## config.mk

```make
export PLATFORM = sky130hd
export DESIGN_NAME = branch_fetch_ctrl
export DESIGN_NICKNAME = d
export VERILOG_FILES = /design/src/rtl/bfc_pkg.sv /design/src/rtl/bfc_policy.sv /design/src/rtl/bfc_pcpath.sv /design/src/rtl/branch_fetch_ctrl.sv
export SDC_FILE = /design/constraint.sdc
export NUM_CORES = 1
export LEC_CHECK = 0
export BUFFER_PORTS_ARGS = -buffer_cell sky130_fd_sc_hd__clkbuf_2
export CELL_PAD_IN_SITES_DETAIL_PLACEMENT = 0
export CELL_PAD_IN_SITES_GLOBAL_PLACEMENT = 1
export CORE_MARGIN = 2
export CORE_UTILIZATION = 37
export CTS_CLUSTER_DIAMETER = 30
export CTS_CLUSTER_SIZE = 12
export DETAILED_ROUTE_END_ITERATION = 16
export GPL_ROUTABILITY_DRIVEN = 0
export PLACE_DENSITY = 0.95
export SLEW_MARGIN = 20
export SYNTH_ARGS = -nofsm -noshare
export SYNTH_HDL_FRONTEND = slang
export SYNTH_HIERARCHICAL = 1
export SYNTH_SLANG_ARGS = --single-unit
```

## constraint.sdc

```tcl
create_clock -name clk -period 3.9 [get_ports clk]
set_input_delay 0 -clock clk [delete_from_list [all_inputs] [get_ports clk]]
set_output_delay 0 -clock clk [all_outputs]
set_load 0.01 [all_outputs]
```

## src/rtl/bfc_pkg.sv

```systemverilog
package bfc_pkg;
  typedef enum logic [2:0] {
    MODE_STALL   = 3'd0,
    MODE_NOTAKEN = 3'd1,
    MODE_TAKEN   = 3'd2,
    MODE_DELAYED = 3'd3,
    MODE_CANCEL  = 3'd4
  } bfc_mode_e;

  // Strobes from the policy logic to the PC/decode-register datapath
  typedef struct packed {
    logic holdPc;    // keep current fetch PC
    logic redirect;  // load branch target
    logic squash;    // write no-op into decode register
    logic holdIfid;  // freeze decode register
  } bfc_strobe_t;
endpackage

```

## src/rtl/bfc_policy.sv

```systemverilog
module bfc_policy
  import bfc_pkg::*;
(
  input  logic        [2:0] mode,
  input  logic              upStall,
  input  logic              decBrValid,
  input  logic              decBrTaken,
  input  logic              decPredTaken,
  output bfc_strobe_t       strobe
);
  logic resolve;
  logic mispredict;
  bfc_mode_e policy;

  assign resolve    = decBrValid & ~upStall;
  assign mispredict = decBrTaken ^ decPredTaken;
  assign policy     = bfc_mode_e'(mode);

  always_comb begin
    strobe          = '0;
    strobe.redirect = resolve & decBrTaken;
    unique case (policy)
      MODE_NOTAKEN, MODE_TAKEN: begin
        strobe.squash = resolve & decBrTaken;
      end
      MODE_DELAYED: begin
        strobe.squash = 1'b0;
      end
      MODE_CANCEL: begin
        strobe.squash = resolve & mispredict;
      end
      default: begin
        // stall policy and unused codes: always one bubble
        strobe.squash = resolve;
        strobe.holdPc = resolve & ~decBrTaken;
      end
    endcase
    if (upStall) begin
      strobe.holdPc   = 1'b1;
      strobe.holdIfid = 1'b1;
    end
  end
endmodule

```

## src/rtl/bfc_pcpath.sv

```systemverilog
module bfc_pcpath
  import bfc_pkg::*;
#(
  parameter int AW          = 32,
  parameter int IW          = 32,
  parameter int INSTR_BYTES = 4,
  parameter logic [AW-1:0] RESET_PC = '0
) (
  input  logic              clk,
  input  logic              rstN,
  input  bfc_strobe_t       strobe,
  input  logic [AW-1:0]     brTarget,
  input  logic [IW-1:0]     fetchInstr,
  output logic [AW-1:0]     fetchPc,
  output logic [AW-1:0]     nextPc,
  output logic [IW-1:0]     ifidInstr,
  output logic [AW-1:0]     ifidPc,
  output logic              ifidValid
);
  localparam logic [AW-1:0] PC_STEP = AW'(INSTR_BYTES);
  localparam logic [IW-1:0] NOP_WORD = '0;

  logic [AW-1:0] seqPc;
  assign seqPc = fetchPc + PC_STEP;

  always_comb begin
    if (strobe.redirect)    nextPc = brTarget;
    else if (strobe.holdPc) nextPc = fetchPc;
    else                    nextPc = seqPc;
  end

  always_ff @(posedge clk or negedge rstN) begin
    if (!rstN) fetchPc <= RESET_PC;
    else       fetchPc <= nextPc;
  end

  always_ff @(posedge clk or negedge rstN) begin
    if (!rstN) begin
      ifidInstr <= NOP_WORD;
      ifidPc    <= RESET_PC;
      ifidValid <= 1'b0;
    end else if (!strobe.holdIfid) begin
      ifidPc <= fetchPc;
      if (strobe.squash) begin
        ifidInstr <= NOP_WORD;
        ifidValid <= 1'b0;
      end else begin
        ifidInstr <= fetchInstr;
        ifidValid <= 1'b1;
      end
    end
  end

  // a squash lands as the zero word with valid cleared
  p_squash_zero_r11: assert property (@(posedge clk) disable iff (!rstN)
    (strobe.squash && !strobe.holdIfid) |=> (!ifidValid && ifidInstr == NOP_WORD));
endmodule

```

## src/rtl/branch_fetch_ctrl.sv

```systemverilog
module branch_fetch_ctrl
  import bfc_pkg::*;
#(
  parameter int AW          = 32,
  parameter int IW          = 32,
  parameter int INSTR_BYTES = 4,
  parameter logic [AW-1:0] RESET_PC = '0
) (
  input  logic          clk,
  input  logic          rstN,
  input  logic [2:0]    mode,
  input  logic          upStall,
  input  logic          decBrValid,
  input  logic          decBrTaken,
  input  logic          decPredTaken,
  input  logic [AW-1:0] decBrTarget,
  input  logic [IW-1:0] fetchInstr,
  output logic [AW-1:0] fetchPc,
  output logic [AW-1:0] nextPc,
  output logic          fetchHold,
  output logic          squashSlot,
  output logic [IW-1:0] ifidInstr,
  output logic [AW-1:0] ifidPc,
  output logic          ifidValid
);
  bfc_strobe_t strobe;

  bfc_policy u_policy (
    .mode         (mode),
    .upStall      (upStall),
    .decBrValid   (decBrValid),
    .decBrTaken   (decBrTaken),
    .decPredTaken (decPredTaken),
    .strobe       (strobe)
  );

  bfc_pcpath #(
    .AW(AW), .IW(IW), .INSTR_BYTES(INSTR_BYTES), .RESET_PC(RESET_PC)
  ) u_pcpath (
    .clk        (clk),
    .rstN       (rstN),
    .strobe     (strobe),
    .brTarget   (decBrTarget),
    .fetchInstr (fetchInstr),
    .fetchPc    (fetchPc),
    .nextPc     (nextPc),
    .ifidInstr  (ifidInstr),
    .ifidPc     (ifidPc),
    .ifidValid  (ifidValid)
  );

  assign fetchHold  = strobe.holdPc;
  assign squashSlot = strobe.squash;

  p_upstall_freeze_r3: assert property (@(posedge clk) disable iff (!rstN)
    upStall |=> (fetchPc == $past(fetchPc) && ifidPc == $past(ifidPc)
                 && ifidValid == $past(ifidValid)));

  p_stall_bubble_r4: assert property (@(posedge clk) disable iff (!rstN)
    (decBrValid && !upStall && mode == 3'd0) |=> !ifidValid);

  p_pnt_redirect_r5: assert property (@(posedge clk) disable iff (!rstN)
    (decBrValid && !upStall && mode == 3'd1 && decBrTaken)
      |=> (fetchPc == $past(decBrTarget) && !ifidValid));

  p_delay_slot_kept_r8: assert property (@(posedge clk) disable iff (!rstN)
    (decBrValid && !upStall && mode == 3'd3) |=> ifidValid);

  p_cancel_nullify_r10: assert property (@(posedge clk) disable iff (!rstN)
    (decBrValid && !upStall && mode == 3'd4 && (decBrTaken != decPredTaken))
      |=> !ifidValid);
endmodule

```

# [Word-level counts from Yosys, hierarchy flattened]
# Index checks and enable logic that the tools add are counted.
[word_totals] reg_bits=97 inputBits=73 out_inout_bits=131
[classes] addsub=1 n_eq_ne=4 n_mux=8 bitwise=7 reduce_logical=2
[op_table] cell="32-bit two-way mux" n=3
[op_table] cell="32-bit by 3-bit adder with 32-bit output, second input constant" n=1
[op_table] cell="3-bit by 2-bit equality test with 1-bit output, second input constant" n=2
[op_table] cell="1-bit AND" n=4
[op_table] cell="1-bit two-way mux" n=4
[op_table] cell="4-bit OR reduction" n=1
[op_table] cell="3-bit by 1-bit equality test with 1-bit output, second input constant" n=1
[op_table] cell="3-bit equality test, second input constant" n=1
[op_table] cell="1-bit case mux with 3 select lines" n=1
[op_table] cell="1-bit inverter" n=2
[op_table] cell="2-bit OR reduction" n=1
[op_table] cell="1-bit XOR" n=1

# [Logic depth before layout (Yosys ltp)]
[logic_depth] word_depth=7 ltp_mapped=9 depth_no_buf=7

# [Modules after synthesis]
# The synthesis kept the hierarchy.
[modules_own_cells] mod="bfc_pcpath" n_inst=1 cells_each=413 area_per_inst_um2=4347.9 seq_area_each_um2=2427.3
[modules_own_cells] mod="bfc_policy" n_inst=1 cells_each=12 area_per_inst_um2=83.8 seq_area_each_um2=0.0

# [Least setup slack after synthesis]
# No wires, ideal clock.
[synth_timing] path_type="register to register" start="register u_pcpath.fetchPc[2]" end="register u_pcpath.fetchPc[24]" setup_time_ps=131 arrival_ps=2258 required_ps=3769 path_slack_ps=1511 path_stages_with_launch=7 period_less_slack_ps=2389 path_cell_list="dfrtp_1 ha_1 nand3b_4 or4_1 buf_2 or4_1 a31oi_1"
[synth_between] elab_chain_cells=3
[synth_rtl] item="from (decl)" line="bfc_pcpath.sv:14" source="output logic [AW-1:0] fetchPc,"
[synth_rtl] item="from (signal assigned)" line="bfc_pcpath.sv:34" source="else fetchPc <= nextPc;"
[synth_rtl] item="32-bit by 3-bit adder with 32-bit output" line="bfc_pcpath.sv:24" source="assign seqPc = fetchPc + PC_STEP;"
[synth_rtl] item="32-bit two-way mux" line="bfc_pcpath.sv:28" source="else if (strobe.holdPc) nextPc = fetchPc;"
[synth_rtl] item="32-bit two-way mux" line="bfc_pcpath.sv:27" source="if (strobe.redirect) nextPc = brTarget;"
[synth_rtl] item="net nextPc[24]" line="branch_fetch_ctrl.sv:19" source="output logic [AW-1:0] nextPc,"
# The timed path passes the listed nets, and every way through them passes these cells.
# A chain may end at the register's enable or synchronous reset.

# [Final worst setup path]
[layout_timing] start="register u_pcpath.fetchPc[2]" end="output port nextPc[24]"
[layout_between] elab_chain_cells=3
[layout_rtl] item="32-bit by 3-bit adder with 32-bit output" line="bfc_pcpath.sv:24"
[layout_rtl] item="32-bit two-way mux" line="bfc_pcpath.sv:28"
[layout_rtl] item="32-bit two-way mux" line="bfc_pcpath.sv:27"
[layout_rtl] item="to (decl)" line="branch_fetch_ctrl.sv:19"
# No other way between the ends.

==> out/metrics.cfg <==
[status]
status=finished, final reports clean

[synthesis]
synth-seq-cells=97
synth_edf_count=0
synth_seq_area_share_pct=54.77
muxShareOfSynthArea_pct=7.849
synth_cell_types=44
synth-simple-area-share_pct=19.45
synth_adder_area_share_pct=0.5364
yosysWarnings=6
ys.flop_type=dfrtp_1
synth_area_mm2=0.004432
synth_compound_area_share_pct=11.07
syn-num-nets=499
synthXorXnorAreaFrac_pct=2.964
synthCells=425
async_flop_share_pct=100.0
syn_avg_cell_area_um2=10.43
synth_top_family_by_area=simple AND/OR/NAND/NOR gates

[timing]
max_slew.worst_pin.slew_ps=986.2
finClkSkew_ps=4.275
rsz0062_at_grt=no
slew_headroom_pct=34.25
hold_viol=0
fmax_mhz=333.7
min_period_ps=2997
finalCritPeriodShare_pct=76.84
slew_viol_final=0
tns_ps=0
finalSetupViolCount=0

[finish]
fin_util_pct=56.27
num-fill-cells=973
regArea_mm2=0.002427
multi_input_area_mm2=0.001868
nets=754
area_growth_pct=46.84
drive_above_1_share_pct=37.87
antenna_cells=0

[pwr]
powerDensity_mw_per_mm2=497.3
p_leak_nw=3.079
vdd_drop_max_v=0.0004225

[clocking]
clock_path_buffers=2
cts_tree=yes
cts_resized=0
cts_made_buffers=9
htreeDepth=3
insertion_delay_ps=350
clk_pin_slew_ps=60
cts-root-buf=clkbuf_16
post_cts.repair.setup_buffers=0
clock_sinks=97

[placement]
io_buffers=203
hpwl_mm=8.784

[setup_path]
cp_common_cell=or4_1
cp_slowest_cell=or4_1
r2r_start=u_pcpath/fetchPc[2]
crit_start=u_pcpath/fetchPc[2]
start_kind=register
cp.required_ps=3900
crit_fanout=16
cp-end-kind=output port
cpPeakStageDelay_ps=810
arrival_ps=3000
path_class=reg2out
crit_chain=ha_1, nand3b_4, or4_1, or4_1, a31oi_1, clkbuf_2

[die]
die_h_um=113.4
dieArea_mm2=0.01287
initial_core_util_pct=38.32
rows=39
coreArea_mm2=0.01156
die_w_um=113.4
io_pins=204

[flow_run]
maxCapViolCount=0

[detailed_routing]
via_count=4152
drc=0
first_pass_iters=4
routedWlPerCell_um=15.79
initialDrtViolationCount=212
finalWirelength_mm=13.06
postRouteAntennaNets=0
via_per_inst=5.021

[worst_hold_path]
min_path_type=in2reg
holdCritStartpoint=decBrTarget[27]

[global_route]
first_global_vias=4143
gr-total-overflow=0
track_usage_pct=20.31
grt_max_degree=104
grt_pass1_wl_mm=20.56
antenna_found_initial=0

-- Yosys cell counts, types with 2 or more instances --
cell type	n	area share [%]
dfrtp_1	97	55
nand3_1	10	1.1
nand4_1	5	0.71
o211ai_1	2	0.34
nor4_1	5	0.71
nor3_1	5	0.56
or3_1	2	0.28
or3_2	3	0.51
inv_1	9	0.76
and3_1	2	0.28
o31ai_1	7	1.2
o21ai_0	54	6.1
a31oi_1	12	1.7
nand2_1	59	5.0
nand2b_1	32	4.5
or4_1	13	2.2
buf_1	2	0.17
clkbuf_1	20	1.7
nor2_1	17	1.4
and4_1	3	0.59
xnor2_1	13	2.6
mux2_2	30	7.6
xor2_1	2	0.40
-- cell type report --
class	instances	area share, %
clock buffers	12	3.788
inverters	10	0.5768
multi-input cells	292	28.71
repair buffers	270	25.88
clock inverters	3	0.9998
well taps	143	2.749
flip-flops and latches	97	37.30
-- flip-flops by register name, summed over array words and instances, names as in the netlist --
name	cells
u_pcpath/fetchPc	32
u_pcpath/ifidInstr	32
u_pcpath/ifidPc	32
u_pcpath/ifidValid	1
-- placed cells by master (no fill, tap or decap), types with 3 or more instances in the layout --
cell	count
or3_2	3
dfrtp_1	97
nand2b_1	32
clkbuf_16	9
or4_1	13
nand2_1	59
inv_1	9
nor2_1	17
and4_1	3
nor3_1	4
mux2_2	30
o21ai_0	54
xnor2_1	13
dlygate4sd3_1	64
nor4_1	5
a31oi_1	12
buf_4	5
clkbuf_2	201
nand4_1	5
o31ai_1	7
nand3_1	10
-- per-layer routing --
layer | vias up | share of wire [%] | global-route usage [%]
li1 | 1999 | - | -
met1 | 1958 | 43 | 25.07
met2 | 168 | 49 | 34.53
met3 | 27 | 6.1 | 4.623
met4 | 0 | 2.3 | 8.374
met5 | - | 0 | 0
-- metrics by stage --
stage | total power [W] | instance area, um2 | hold WS (ps) | instances | worst slack, ps
after floorplan | 0.001811 | 4432 | -295.6 | 425 | 1511
after global placement | 0.002231 | 5548 | 137.4 | 748 | 1312
after detailed placement | 0.002255 | 5548 | 158.9 | 748 | 1243
after CTS | 0.003260 | 6500 | 6.539 | 827 | 928.8
after global routing | 0.003409 | 6507 | 60.35 | 827 | 756.7
final | 0.003236 | 6507 | 19.54 | 827 | 903.1
-- critical path, delay by kind of cell (launching register included) --
kind | cells | cell delay (ps)
buffers and inverters | 1 | 180
DFF | 1 | 460
adders and majority gates | 1 | 250
and+or+nand+nor | 3 | 1540
AOI/OAI and AO/OA | 1 | 230
-- power by group --
part	internal, W	leakage [nW]	total (W)	switching, W
logic	0.000417	1.76	0.000894	0.000478
clock network	0.000575	0.153	0.000941	0.000366
registers	0.00120	1.17	0.00140	0.000202
-- timing repair --
item	CTS	global route
hold endpoints to repair	126	0
setup endpoints to repair	0	0
hold buffers	64	0
-- kinds of logic after synthesis --
logic type / Yosys count
and+or+nand+nor: 160
DFF: 97
AOI/OAI and AO/OA: 84
buffers and inverters: 36
muxes: 31
xor gates and xnor gates: 15
adders and majority gates: 2
-- final timing paths --
path	end	slack (ps)	cells after the start
setup reg to reg	u_pcpath/fetchPc[24]	1330	5
hold reg to reg	u_pcpath/ifidValid	480	1
hold / removal	u_pcpath/fetchPc[27]	20	3
max in group asynchronous	u_pcpath/ifidInstr[21]	2650	3
setup / recovery	nextPc[24]	900	6
min in group asynchronous	u_pcpath/fetchPc[7]	310	2
No activity file was read; power rests on OpenSTA's default activity.
